==> src/rtl/xlw_pkg.sv <==
package xlw_pkg;

    typedef enum logic [2:0] {
        ST_IDLE   = 3'd0,
        ST_DIR_RD = 3'd1,
        ST_DIR_WT = 3'd2,
        ST_TBL_RD = 3'd3,
        ST_TBL_WT = 3'd4,
        ST_RESP   = 3'd5
    } xlw_state_e;

    localparam logic LVL_DIR = 1'b0;
    localparam logic LVL_TBL = 1'b1;

endpackage

==> src/rtl/xlw_entry_dec.sv <==
module xlw_entry_dec #(
    parameter int AW    = 32,
    parameter int OFS_W = 12
) (
    input  logic [AW-1:0]       entry,
    output logic                present,
    output logic [AW-OFS_W-1:0] frame
);
    logic unused_bits;

    assign present     = entry[0];
    assign frame       = entry[AW-1:OFS_W];
    assign unused_bits = ^entry[OFS_W-1:1];
endmodule

==> src/rtl/xlw_addr_gen.sv <==
module xlw_addr_gen #(
    parameter int AW    = 32,
    parameter int OFS_W = 12
) (
    input  logic [AW-OFS_W-1:0] base_frame,
    input  logic [AW-1:0]       lin,
    input  logic                second_lvl,
    output logic [AW-1:0]       addr
);
    localparam int IDX_W  = (AW - OFS_W) / 2;
    localparam int ENT_SH = OFS_W - IDX_W;

    logic [IDX_W-1:0] idx;
    logic             unused_bits;

    always_comb begin
        if (second_lvl) idx = lin[OFS_W+IDX_W-1:OFS_W];
        else            idx = lin[OFS_W+2*IDX_W-1:OFS_W+IDX_W];
    end

    assign addr        = {base_frame, idx, {ENT_SH{1'b0}}};
    assign unused_bits = ^lin[OFS_W-1:0];
endmodule

==> src/rtl/xlw_walker.sv <==
module xlw_walker #(
    parameter int AW    = 32,
    parameter int OFS_W = 12
) (
    input  logic          clk,
    input  logic          rst_n,
    input  logic          paging_en,
    input  logic [AW-1:0] dir_base,
    input  logic          req_valid,
    output logic          req_ready,
    input  logic [AW-1:0] req_lin,
    output logic          rsp_valid,
    input  logic          rsp_ready,
    output logic [AW-1:0] rsp_addr,
    output logic          rsp_fault,
    output logic          rsp_lvl,
    output logic          mem_req,
    output logic [AW-1:0] mem_addr,
    input  logic          mem_gnt,
    input  logic          mem_rvalid,
    input  logic [AW-1:0] mem_rdata
);
    import xlw_pkg::*;

    localparam int FR_W = AW - OFS_W;

    typedef struct packed {
        xlw_state_e      st;
        logic [AW-1:0]   lin;
        logic [FR_W-1:0] base;
        logic [AW-1:0]   out;
        logic            fault;
        logic            lvl;
    } walk_s;

    walk_s           s_d, s_q;
    logic            ent_present;
    logic [FR_W-1:0] ent_frame;
    logic            unused_base;

    assign unused_base = ^dir_base[OFS_W-1:0];

    xlw_entry_dec #(.AW(AW), .OFS_W(OFS_W)) dec_i (
        .entry   (mem_rdata),
        .present (ent_present),
        .frame   (ent_frame)
    );

    xlw_addr_gen #(.AW(AW), .OFS_W(OFS_W)) agen_i (
        .base_frame (s_q.base),
        .lin        (s_q.lin),
        .second_lvl (s_q.st == ST_TBL_RD),
        .addr       (mem_addr)
    );

    always_comb begin
        s_d = s_q;
        unique case (s_q.st)
            ST_IDLE: begin
                if (req_valid) begin
                    s_d.lin   = req_lin;
                    s_d.base  = dir_base[AW-1:OFS_W];
                    s_d.fault = 1'b0;
                    s_d.lvl   = LVL_DIR;
                    if (paging_en) begin
                        s_d.st = ST_DIR_RD;
                    end else begin
                        s_d.out = req_lin;
                        s_d.st  = ST_RESP;
                    end
                end
            end
            ST_DIR_RD: if (mem_gnt) s_d.st = ST_DIR_WT;
            ST_DIR_WT: begin
                if (mem_rvalid) begin
                    if (ent_present) begin
                        s_d.base = ent_frame;
                        s_d.st   = ST_TBL_RD;
                    end else begin
                        s_d.fault = 1'b1;
                        s_d.lvl   = LVL_DIR;
                        s_d.out   = s_q.lin;
                        s_d.st    = ST_RESP;
                    end
                end
            end
            ST_TBL_RD: if (mem_gnt) s_d.st = ST_TBL_WT;
            ST_TBL_WT: begin
                if (mem_rvalid) begin
                    if (ent_present) begin
                        s_d.out = {ent_frame, s_q.lin[OFS_W-1:0]};
                    end else begin
                        s_d.fault = 1'b1;
                        s_d.lvl   = LVL_TBL;
                        s_d.out   = s_q.lin;
                    end
                    s_d.st = ST_RESP;
                end
            end
            ST_RESP: if (rsp_ready) s_d.st = ST_IDLE;
            default: s_d.st = ST_IDLE;
        endcase
    end

    always_ff @(posedge clk or negedge rst_n) begin
        if (!rst_n) begin
            s_q <= '{st: ST_IDLE, lin: '0, base: '0, out: '0, fault: 1'b0, lvl: 1'b0};
        end else begin
            s_q <= s_d;
        end
    end

    assign req_ready = (s_q.st == ST_IDLE);
    assign rsp_valid = (s_q.st == ST_RESP);
    assign rsp_addr  = s_q.out;
    assign rsp_fault = s_q.fault;
    assign rsp_lvl   = s_q.lvl;
    assign mem_req   = (s_q.st == ST_DIR_RD) || (s_q.st == ST_TBL_RD);
endmodule

==> config.mk <==
export PLATFORM = sky130hd
export DESIGN_NAME = xlw_walker
export DESIGN_NICKNAME = d
export VERILOG_FILES = /design/src/rtl/xlw_pkg.sv /design/src/rtl/xlw_entry_dec.sv /design/src/rtl/xlw_addr_gen.sv /design/src/rtl/xlw_walker.sv
export SDC_FILE = /design/constraint.sdc
export NUM_CORES = 1
export LEC_CHECK = 0
export BUFFER_PORTS_ARGS = -buffer_cell sky130_fd_sc_hd__buf_2
export CAP_MARGIN = 5
export CORE_MARGIN = 2
export CORE_UTILIZATION = 45
export CTS_CLUSTER_SIZE = 30
export DETAILED_ROUTE_END_ITERATION = 6
export MAX_ROUTING_LAYER = met4
export PLACE_DENSITY = 0.78
export SETUP_SLACK_MARGIN = 0.02
export SYNTH_ARGS = -nofsm -noshare
export SYNTH_HDL_FRONTEND = slang
export SYNTH_SLANG_ARGS = --single-unit
==> constraint.sdc <==
create_clock -name clk -period 4.8 [get_ports clk]
set_clock_uncertainty 0.05 [all_clocks]
set_input_delay 0.96 -clock clk [delete_from_list [all_inputs] [get_ports clk]]
set_output_delay 0.96 -clock clk [all_outputs]
set_load 0.05 [all_outputs]
==> key figures <==
Flow run
  – Max Cap Viol: 0

Yosys
  – Avg Synthesized Cell Area: 10.8 um^2
  – Post-Synthesis Cell Area: 5130 um^2
  – Synth Instances: 476
  – Largest family of logic cells by synthesized area: multiplexers
  – Compound-Gate Fraction of Synth Area: 0.0963
  – Post-synthesis xor/xnor area fraction: 0.00536
  – Yosys reg bits: around 90
  – Post-Synth Adder-Cell Area: 0
  – Sequential share of the synthesized area: 0.434
  – Post-synthesis simple-gate area fraction: 0.108
  – Post-synthesis mux area share: 0.235
  – YS warnings: 0
  – Library cells used by synthesis: 39

Critical path
  – Worst R2R End: rsp_addr[21]
  – Crit. path cell count: 5
  – Internal reg-to-reg setup slack: around 2200 ps
  – Worst Reg-to-Reg Cells: 4
  – Crit path arrival time: roughly 2400 ps
  – CP max FO: 19
  – Worst setup path startpoint: s_q[86]
  – Worst setup SP type: flip-flop
  – CP max-delay cell: dfrtp_1
  – Critical Path End: mem_addr[2]
  – RR Startpoint: s_q[87]
  – Max stage delay on crit path: 510 ps
  – Crit Path Category: reg2out
  – Critical path, cell by cell: inv_2 > nor2_1 > nand2_1 > mux2_2 > buf_2
  – Worst Path Buf+Inv: 2
  – Largest delay share family, worst path: buffers and inverters
  – CP Capture Type: output pin
  – Req. time, crit path: ~3800 ps

Clock tree
  – Total CTS buffers: 9
  – CTS Root Cell: clkbuf_16
  – Htree depth: 3
  – TritonCTS clock tree: built
  – CTS max path bufs: 2
  – Later-pin clock latency in the skew report: between 300 and 400 ps
  – CTS Hold Bufs: 0
  – Post-CTS sizing: 0
  – Setup bufs post-CTS: 0
  – Clock Sinks: 89
  – Worst-path clk slew: 60 ps

Outcome
  – Status: completed

Pwr
  – Worst VDD drop: ~420 uV
  – Pwr dens: around 830 nW/um^2
  – Pwr Total: 4730 uW
  – Leak Pwr: between 0.002 and 0.003 uW

Die
  – Chip Width: 111 um
  – I/O pins: between 150 and 200
  – Std cell rows: 38
  – Core ar.: ~11000 um^2
  – Initial Util: 0.467
  – Die height: 111 um
  – Die area: 12300 um^2

Finish
  – Area Overhead vs Synth: 11.8%
  – Fraction of layout cells with a size suffix above 1: 0.437
  – Fillers: 998
  – Nets: 650
  – Util after Layout: 0.522
  – Reg area: between 2000 and 2500 um^2
  – Diodes inserted: 0
  – Multi-input logic area: 2310 um^2
  – Non-filler instance count after layout: about 690

Routing
  – DRC errors left: 0
  – Drt wl/cell: about 19 um
  – Final wirelength: 13.0 mm
  – Vias per cell: approximately 5.5
  – 1st-iter DRT viols: between 300 and 400
  – Drt pass-1 iters: 4
  – Antenna-violating nets left: 0
  – Via count: 3800

Timing
  – Hold Slack: between 400 and 500 ps
  – Hold Vio Cnt, Final: 0
  – Actual slew at the worst max-slew pin: around 1100 ps
  – Setup TNS: 0 ps
  – FMAX: approximately 300 MHz
  – Slew Viols, Final: 0
  – Finish-stage setup viols: 0
  – RSZ-0062 raised after global routing: no
  – Final period util: 0.701
  – Max-slew headroom: 0.239
  – Final min period: between 3000 and 4000 ps

GRT
  – Initial antenna violation count: 0
  – First-pass GRT wire length: 20.3 mm
  – Total track usage: 0.218
  – Vias in the first global route: between 3000 and 4000
  – GR Overflow Total: 0
  – Largest net degree at the start of global routing: between 40 and 50

Placed design
  – Port Buf Inserts: approximately 150
  – Routability congestion estimate: roughly 0.9
  – DPL Wire Length: roughly 9.0 mm
  – DP Cell Count: 676

Hold path
  – Worst Hold Class: reg2reg
==> state kept, by name, indices dropped and copies added (netlist names) <==
register,flops
rsp_fault,1
rsp_addr,32
s_q,55
rsp_lvl,1
==> cells in the final DEF (no fill, tap or decap), drive strengths merged <==
master   instances
a211o            1
a211oi           1
a21boi           2
a21oi            3
a221o           20
a22o             1
a2bb2oi          1
a31oi           20
and2             3
buf            149
clkbuf          11
clkinv           4
conb             2
dfrtp           89
inv              2
mux2            76
mux2i           22
nand2           37
nand2b           3
nand3           33
nor2            46
nor2b            2
nor3             2
o211ai           1
o21ai           15
o21bai           1
o221ai           1
o22ai            1
or2              1
xor2             1
==> power breakdown <==
group	internal [uW]	switching (uW)
combinational	909	1760
clock	359	288
sequential	1120	297
total	2390	2350
==> routing by layer <==
| metal | GRT usage | routed length (um) | vias to the layer above |
|---|---|---|---|
| li1 | - | - | 1765 |
| met1 | 0.278 | 5800 | 1881 |
| met2 | 0.330 | 5950 | 136 |
| met3 | 0.0667 | 1030 | 18 |
| met4 | 0.0775 | 252 | 0 |
| met5 | - | 0 | - |
==> how the worst min path moves through the flow <==
stage             from      end  cells after the start
3_3_place_gp   s_q[63]  s_q[63]                      1
2_1_floorplan  s_q[57]  s_q[57]                      1
3_5_place_dp   s_q[59]  s_q[59]                      1
4_1_cts        s_q[59]  s_q[59]                      1
5_1_grt        s_q[63]  s_q[63]                      1
6_report       s_q[59]  s_q[59]                      1
==> layout make-up <==
cell class                      count  area share
Multi-Input combinational cell    296       0.402
Clock buffer                       11      0.0423
Inverter                            2     0.00131
Tap cell                          140      0.0305
Timing Repair Buffer              149       0.132
Clock inverter                      4     0.00349
Sequential cell                    89       0.388
==> Yosys cell counts, drive strengths merged <==
master | instances | area, um^2
a211oi | 1 | 7.51
o211ai | 1 | 7.51
or2 | 1 | 6.26
o221ai | 1 | 8.76
o22ai | 1 | 6.26
buf | 81 | 577
dfrtp | 89 | 2230
a21oi | 3 | 15.0
a211o | 1 | 8.76
nand3 | 33 | 165
o21ai | 15 | 75.1
nor3 | 2 | 15.0
a221o | 20 | 200
nor2b | 2 | 12.5
a21boi | 2 | 15.0
nand2 | 37 | 139
o21bai | 1 | 7.51
conb | 1 | 3.75
nor2 | 46 | 180
a2bb2oi | 1 | 8.76
a22o | 1 | 8.76
a31oi | 20 | 125
xor2 | 1 | 27.5
nand2b | 3 | 18.8
mux2i | 22 | 233
mux2 | 76 | 972
inv | 2 | 7.50
and2 | 3 | 18.8
clkbuf | 9 | 33.8
==> logic make-up after synthesis <==
group	Yosys count
AND/OR/NAND/NOR	127
multiplexers	98
buffers and inverters	92
flip-flops	89
AO/OA/AOI/OAI	68
XOR/XNOR	1
other	1
==> metrics by stage <==
| stage | area [um^2] | worst slack (ps) |
|---|---|---|
| floorplan | 5130 | 1540 |
| global placement | 5470 | 1670 |
| detailed placement | 5470 | 1620 |
| CTS | 5740 | 1420 |
| global route | 5740 | 1290 |
| finish | 5740 | 1430 |
Note: power is estimated with default switching activity, not from simulation.
